===== src/rtl/heun_pkg.sv =====
// Shared types for the Heun integrator: sequencer phases and write-select codes.
// Assumes nothing beyond IEEE 1800-2017 enums.
package heun_pkg;

    // Sequencer phases; each working phase spends two cycles (sub 0 and 1).
    typedef enum logic [2:0] {
        ST_IDLE    = 3'd0,
        ST_SLOPE1  = 3'd1,
        ST_PREDICT = 3'd2,
        ST_SLOPE2  = 3'd3,
        ST_CORRECT = 3'd4,
        ST_DONE    = 3'd5
    } phase_e;

    // Configuration register select codes.
    typedef enum logic [2:0] {
        SEL_KM = 3'd0,
        SEL_DM = 3'd1,
        SEL_DT = 3'd2,
        SEL_V1 = 3'd3,
        SEL_V2 = 3'd4
    } cfg_sel_e;

    // Number of sub-steps in a working phase.
    localparam int SUBS_PER_PHASE = 2;

endpackage


===== src/rtl/heun_mul.sv =====
// Shared fixed-point multiplier.
// Forms the full signed product of two W-bit operands and returns it shifted
// right arithmetically by F, truncated to W bits (floor rounding).
// Assumes W >= F and 2*W fits the synthesis multiplier width.
module heun_mul #(
    parameter int W = 32,
    parameter int F = 16
) (
    input  logic signed [W-1:0] op_a,
    input  logic signed [W-1:0] op_b,
    output logic signed [W-1:0] prod
);
    localparam int PW = 2 * W;

    logic signed [PW-1:0] a_ext;
    logic signed [PW-1:0] b_ext;
    logic signed [PW-1:0] full;

    // Sign-extend, multiply, and keep the middle W bits.
    always_comb begin
        a_ext = PW'(op_a);
        b_ext = PW'(op_b);
        full  = a_ext * b_ext;
        prod  = W'(full >>> F);
    end

endmodule


===== src/rtl/heun_seq.sv =====
// Step sequencer for the Heun integrator.
// Walks SLOPE1, PREDICT, SLOPE2 and CORRECT, two cycles each, then DONE for one
// cycle. Requests arriving while not idle are dropped.
// Assumes step_req is synchronous to clk.
module heun_seq
    import heun_pkg::*;
(
    input  logic   clk,
    input  logic   rst_n,
    input  logic   step_req,
    output phase_e phase,
    output logic   sub,
    output logic   busy,
    output logic   out_valid
);
    phase_e nxt_work;

    // Order of the working phases after the second sub-step.
    always_comb begin
        case (phase)
            ST_SLOPE1:  nxt_work = ST_PREDICT;
            ST_PREDICT: nxt_work = ST_SLOPE2;
            ST_SLOPE2:  nxt_work = ST_CORRECT;
            ST_CORRECT: nxt_work = ST_DONE;
            default:    nxt_work = ST_IDLE;
        endcase
    end

    // Phase and sub-step registers.
    always_ff @(posedge clk) begin
        if (!rst_n) begin
            phase <= ST_IDLE;
            sub   <= 1'b0;
        end else begin
            case (phase)
                ST_IDLE: begin
                    sub <= 1'b0;
                    if (step_req) phase <= ST_SLOPE1;
                end
                ST_DONE: begin
                    sub   <= 1'b0;
                    phase <= ST_IDLE;
                end
                default: begin
                    if (!sub) begin
                        sub <= 1'b1;
                    end else begin
                        sub   <= 1'b0;
                        phase <= nxt_work;
                    end
                end
            endcase
        end
    end

    // Status decodes.
    always_comb begin
        busy      = (phase != ST_IDLE);
        out_valid = (phase == ST_DONE);
    end

endmodule


===== src/rtl/heun_datapath.sv =====
// Register file and update logic for the Heun integrator.
// Holds the coefficients, the states and the intermediate slopes. Each cycle it
// steers one operand pair to the shared multiplier and folds the product into
// the register that the current phase and sub-step names.
// Assumes the product arrives combinationally in the same cycle.
module heun_datapath
    import heun_pkg::*;
#(
    parameter int W = 32
) (
    input  logic                clk,
    input  logic                rst_n,
    input  phase_e              phase,
    input  logic                sub,
    input  logic                busy,
    input  logic                cfg_we,
    input  logic [2:0]          cfg_sel,
    input  logic [W-1:0]        cfg_data,
    input  logic signed [W-1:0] mul_p,
    output logic signed [W-1:0] mul_a,
    output logic signed [W-1:0] mul_b,
    output logic [W-1:0]        v1_out,
    output logic [W-1:0]        v2_out
);
    localparam int SW = W + 1;

    logic signed [W-1:0]  km_r, dm_r, dt_r;
    logic signed [W-1:0]  v1_r, v2_r;
    logic signed [W-1:0]  kv1_r, kv2_r, v1t_r, v2t_r, mv2_r, acc_r;
    logic signed [W-1:0]  v1_q, v2_q;
    logic signed [SW-1:0] sum1, sum2;
    logic signed [W-1:0]  half1, half2;

    // Mean of the two slope estimates, from a widened sum so no carry is lost.
    always_comb begin
        sum1  = SW'(kv1_r) + SW'(v2t_r);
        sum2  = SW'(kv2_r) + SW'(mv2_r);
        half1 = W'(sum1 >>> 1);
        half2 = W'(sum2 >>> 1);
    end

    // Operand steering for the shared multiplier.
    always_comb begin
        case (phase)
            ST_SLOPE1: begin
                mul_a = sub ? dm_r : km_r;
                mul_b = sub ? v2_r : v1_r;
            end
            ST_PREDICT: begin
                mul_a = dt_r;
                mul_b = sub ? kv2_r : kv1_r;
            end
            ST_SLOPE2: begin
                mul_a = sub ? dm_r  : km_r;
                mul_b = sub ? v2t_r : v1t_r;
            end
            ST_CORRECT: begin
                mul_a = dt_r;
                mul_b = sub ? half2 : half1;
            end
            default: begin
                mul_a = '0;
                mul_b = '0;
            end
        endcase
    end

    // Configuration loads when idle, otherwise the per-phase updates.
    always_ff @(posedge clk) begin
        if (!rst_n) begin
            km_r  <= '0;
            dm_r  <= '0;
            dt_r  <= '0;
            v1_r  <= '0;
            v2_r  <= '0;
            kv1_r <= '0;
            kv2_r <= '0;
            v1t_r <= '0;
            v2t_r <= '0;
            mv2_r <= '0;
            acc_r <= '0;
            v1_q  <= '0;
            v2_q  <= '0;
        end else if (!busy) begin
            if (cfg_we) begin
                case (cfg_sel)
                    SEL_KM: km_r <= $signed(cfg_data);
                    SEL_DM: dm_r <= $signed(cfg_data);
                    SEL_DT: dt_r <= $signed(cfg_data);
                    SEL_V1: begin
                        v1_r <= $signed(cfg_data);
                        v1_q <= $signed(cfg_data);
                    end
                    SEL_V2: begin
                        v2_r <= $signed(cfg_data);
                        v2_q <= $signed(cfg_data);
                    end
                    default: ;
                endcase
            end
        end else begin
            case (phase)
                ST_SLOPE1: begin
                    if (!sub) begin
                        acc_r <= -mul_p;
                        kv1_r <= v2_r;
                    end else begin
                        kv2_r <= acc_r - mul_p;
                    end
                end
                ST_PREDICT: begin
                    if (!sub) v1t_r <= v1_r + mul_p;
                    else      v2t_r <= v2_r + mul_p;
                end
                ST_SLOPE2: begin
                    if (!sub) acc_r <= -mul_p;
                    else      mv2_r <= acc_r - mul_p;
                end
                ST_CORRECT: begin
                    if (!sub) begin
                        v1_r <= v1_r + mul_p;
                    end else begin
                        v2_r <= v2_r + mul_p;
                        v1_q <= v1_r;
                        v2_q <= v2_r + mul_p;
                    end
                end
                default: ;
            endcase
        end
    end

    // Published states.
    always_comb begin
        v1_out = v1_q;
        v2_out = v2_q;
    end

endmodule


===== src/rtl/heun_engine.sv =====
// Top level of the damped-oscillator Heun integrator.
// Connects the sequencer, the datapath and one shared multiplier.
// Assumes all inputs are synchronous to clk; reset is synchronous, active low.
module heun_engine #(
    parameter int W = 32,
    parameter int F = 16
) (
    input  logic         clk,
    input  logic         rst_n,
    input  logic         cfg_we,
    input  logic [2:0]   cfg_sel,
    input  logic [W-1:0] cfg_data,
    input  logic         step_req,
    output logic         busy,
    output logic         out_valid,
    output logic [W-1:0] v1_out,
    output logic [W-1:0] v2_out
);
    import heun_pkg::*;

    phase_e              phase;
    logic                sub;
    logic signed [W-1:0] mul_a, mul_b, mul_p;

    heun_seq u_seq (
        .clk       (clk),
        .rst_n     (rst_n),
        .step_req  (step_req),
        .phase     (phase),
        .sub       (sub),
        .busy      (busy),
        .out_valid (out_valid)
    );

    heun_mul #(.W(W), .F(F)) u_mul (
        .op_a (mul_a),
        .op_b (mul_b),
        .prod (mul_p)
    );

    heun_datapath #(.W(W)) u_dp (
        .clk      (clk),
        .rst_n    (rst_n),
        .phase    (phase),
        .sub      (sub),
        .busy     (busy),
        .cfg_we   (cfg_we),
        .cfg_sel  (cfg_sel),
        .cfg_data (cfg_data),
        .mul_p    (mul_p),
        .mul_a    (mul_a),
        .mul_b    (mul_b),
        .v1_out   (v1_out),
        .v2_out   (v2_out)
    );

endmodule


===== config.mk =====
export PLATFORM = sky130hd
export DESIGN_NAME = heun_engine
export DESIGN_NICKNAME = d
export VERILOG_FILES = /design/src/rtl/heun_pkg.sv /design/src/rtl/heun_mul.sv /design/src/rtl/heun_seq.sv /design/src/rtl/heun_datapath.sv /design/src/rtl/heun_engine.sv
export SDC_FILE = /design/constraint.sdc
export NUM_CORES = 2
export LEC_CHECK = 0
export ABC_AREA = 0
export BUFFER_PORTS_ARGS = -buffer_cell sky130_fd_sc_hd__buf_4
export CORE_AREA = 2 2 349 351
export CTS_CLUSTER_SIZE = 14
export DETAILED_ROUTE_END_ITERATION = 8
export DIE_AREA = 0 0 351 353
export GPL_TIMING_DRIVEN = 0
export PLACE_DENSITY_LB_ADDON = 0.25
export SLEW_MARGIN = 20
export SYNTH_ARGS = -nofsm -noshare
export SYNTH_HDL_FRONTEND = slang
export SYNTH_SLANG_ARGS = --single-unit

===== constraint.sdc =====
create_clock -name clk -period 15 [get_ports clk]
set_input_delay 0.75 -clock clk [delete_from_list [all_inputs] [get_ports clk]]
set_output_delay 0.75 -clock clk [all_outputs]
set_load 0.1 [all_outputs]

==> impl_metrics.tcl <==
set metrics [dict create \
    outcome "finished, final reports clean" \
    wl_um 233100 \
    dp_cells 8200 \
    crit_path_start_kind "register" \
    antenna_found_initial 11 \
    crit_fanout 10 \
    min_path_type "input pin to register" \
    pin_count 105 \
    fin_setup_tns_ns 0 \
    grt_pass1_vias 47839 \
    first_iter_violations 5985 \
    skew_ns 0.05893 \
    die_h_um 353 \
    post-route-min-period_ns 14.61 \
    synth_top_cell_by_area "fa_1" \
    synth_area_um2 52500 \
    synth_cells 6455 \
    async_flop_share 0 \
    p_leak_nw 25.44 \
    clock_latency_ns 0.62 \
    min_from "cfg_data[29]" \
    max_freq_ghz 0.06844 \
    grt_use_total 0.3749 \
    cts_buffers 43 \
    p_per_area_nw_per_um2 54.85 \
    drive_above_1_share 0.06806 \
    holdPathEnd "u_dp.dt_r[29]" \
    clockBufferDepth 3 \
    critical-path-max-stage-delay_ns 0.78 \
    synth_top_cell_area_share 0.3215 \
    yosysMostFrequentCell "nand2_1" \
    syn_nets 7660 \
    synth-edff-count 0 \
    fin_nets 7841 \
    cts.reportedPaths.clkPinSlew_ns 0.07 \
    wire_per_inst_um 28.08 \
    r2r_cells 48 \
    gr-total-overflow 0 \
    holdWs_ns 0.4126 \
    synth_common_cells "nand2_1, inv_1, fa_1" \
    p_total_mw 3.190 \
    max-cap-violations 0 \
    antenna_left 0 \
    nFillCells 11916 \
    cts.sink_count 388 \
    slew_headroom 0.1418 \
    crit_top_cell "fa_1" \
    drc 0 \
    whs_path_depth 3 \
    period_share 0.9741 \
    via_count 49107 \
    grt_pass1_wl_um 333300 \
    gp_congestion 1.030 \
    syn_area_per_cell_um2 8.133 \
    crit_arrival_ns 15.12 \
    worst_path_max_delay_cell "o21ai_2" \
    ys_types 91 \
    num_rows 128 \
    postLayoutCellArea_um2 58150 \
    synth_seq_cells 388 \
    ctsRootBufferMaster "clkbuf_16" \
    critPathKind "register to register" \
    initial_core_util 0.4353 \
    rsz0062_at_grt "no" \
    core_um2 120600 \
    first_pass_iters 8 \
    htreeDepth 2 \
    die_w_um 351 \
    die_area_um2 123900 \
    yosys_warnings 0 \
    hold_viol_final 0 \
    area_delta_synth_final_pct 10.78 \
    synth_flop_cell "dfxtp_1" \
    regToRegSetupSlack_ns 0.39 \
    grt_max_degree 15 \
    placed_cell_area_um2 55700 \
    ir_worst_vdd_v 0.00008395 \
    synth_area_leaders "fa_1, dfxtp_1, nand2_1" \
    via_per_inst 5.917 \
    tightest_slew_ns 1.283 \
    reg2reg_from "u_seq.phase[0]" \
    portBuffers 103 \
    setup_viol 0 \
    r2r-end "u_dp.kv2_r[29]" \
    slew_viol_final 0 \
    final_cells 8299 \
    endpoint_kind "register" \
    hpwl_um 192100 \
    cp.required_ns 15.51 \
    cts_tree "yes" \
    ys_seq_area_frac 0.1480 \
]
[cells by family (layout without fill, tap and decap cells)]
group                      count (synthesis)  count (layout)  share of synthesized area
and+or+nand+nor                         2176            2176                     0.1751
buffers and inverters                   1319            1535                    0.09472
adders and majority gates               1169            1169                     0.3990
AOI/OAI and AO/OA                       1120            1120                     0.1317
DFF                                      388             388                     0.1480
xor gates and xnor gates                 199             199                    0.03523
muxes                                     84              84                    0.01635
other                                      0               3                          0
[placed cells by master, fill, tap and decap left out, types with 27 or more instances in the layout]
cell and count:
clkbuf_1 228, a21o_1 55, fa_1 843, nand2_1 1366
mux2i_1 79, dfxtp_1 387, nor2_1 395, nor3_1 36
nand2b_1 27, xnor2_1 137, xor2_1 33, a311oi_1 30
o21a_1 42, nor2b_1 35, o21ai_0 162, and2_1 112
nand3_1 49, a21oi_1 478, a31oi_1 67, o21bai_1 27
clkbuf_2 66, clkbuf_16 43, inv_1 971, and3_1 27
a211oi_1 41, ha_1 323, buf_4 133
[layout make-up]
class                      instances  area, um2  area share
multi-input combinational       4748      40440      0.6954
sequential                       388       7769      0.1336
antenna                            3      7.507   0.0001291
inverter                         974       3660     0.06293
tap                             1625       2033     0.03496
buffer                           339       1491     0.02565
clock inverter                    22      360.3    0.006196
clock buffer                      58       1222     0.02102
timing repair buffer             142       1169     0.02010
[worst max-delay path, delay by kind of cell, from the launching register on]
kind            cells  cell delay [ns]
compound gates     14             3.68
xor+xnor            2             0.48
fa+ha+maj          12             5.49
buf+inv            13             3.32
flops               1             0.45
simple gates        7             1.05
[stage by stage]
step,utilization,setup WS [ns]
6_report,0.4822,0.3892
5_1_grt,0.4822,0.01353
4_1_cts,0.4804,0.006928
3_5_place_dp,0.4619,-5.460
3_3_place_gp,0.4586,-6.263
2_1_floorplan,-,1.372
[registers in the layout (all words and copies together) (netlist names)]
signal / cells
u_dp.acc_r: 32
u_seq.sub: 1
u_dp.km_r: 32
u_dp.v1_r: 32
u_dp.v1t_r: 32
u_dp.mv2_r: 32
u_dp.kv1_r: 32
u_dp.dm_r: 32
u_dp.v1_out: 32
u_dp.v2t_r: 32
u_dp.v2_r: 32
u_dp.dt_r: 32
u_dp.kv2_r: 32
u_seq.phase: 3
[per-layer routing]
metal	vias to the layer above	share of wire	global-route usage
li1	20846	-	-
met1	24544	0.40	0.5194
met2	3102	0.41	0.5419
met3	609	0.12	0.09334
met4	6	0.065	0.1906
met5	-	0.00018	0
[timing repair]
| item | in CTS | in global routing |
|---|---|---|
| setup endpoints to repair | 207 | 60 |
| pin swaps | 10 | 5 |
| hold buffers | 0 | 0 |
| cloned | 0 | 0 |
| resized for setup | 143 | 100 |
| setup buffers | 18 | 4 |
[power breakdown]
group          total [mW]  switching [mW]  internal, mW  leakage [nW]
Sequential           1.10          0.0369          1.06          3.13
Clock                1.22           0.517         0.702         0.761
Combinational       0.875           0.661         0.214          21.5
[worst max-delay path by stage]
| stage | start | endpoint | slack [ns] | cells past startpoint |
|---|---|---|---|---|
| 6_report | u_seq.phase[0] | u_dp.kv2_r[29] | 0.39 | 48 |
| 5_1_grt | u_seq.sub | u_dp.v2_r[30] | 0.01 | 50 |
| 4_1_cts | u_seq.phase[2] | u_dp.v2_r[31] | 0.007 | 49 |
| 3_5_place_dp | u_seq.sub | u_dp.v2_r[31] | -5.46 | 52 |
| 3_3_place_gp | u_seq.sub | u_dp.v2_r[31] | -6.26 | 50 |
| 2_1_floorplan | u_seq.sub | u_dp.kv2_r[29] | 1.37 | 49 |
(Power assumes the default switching activity.)
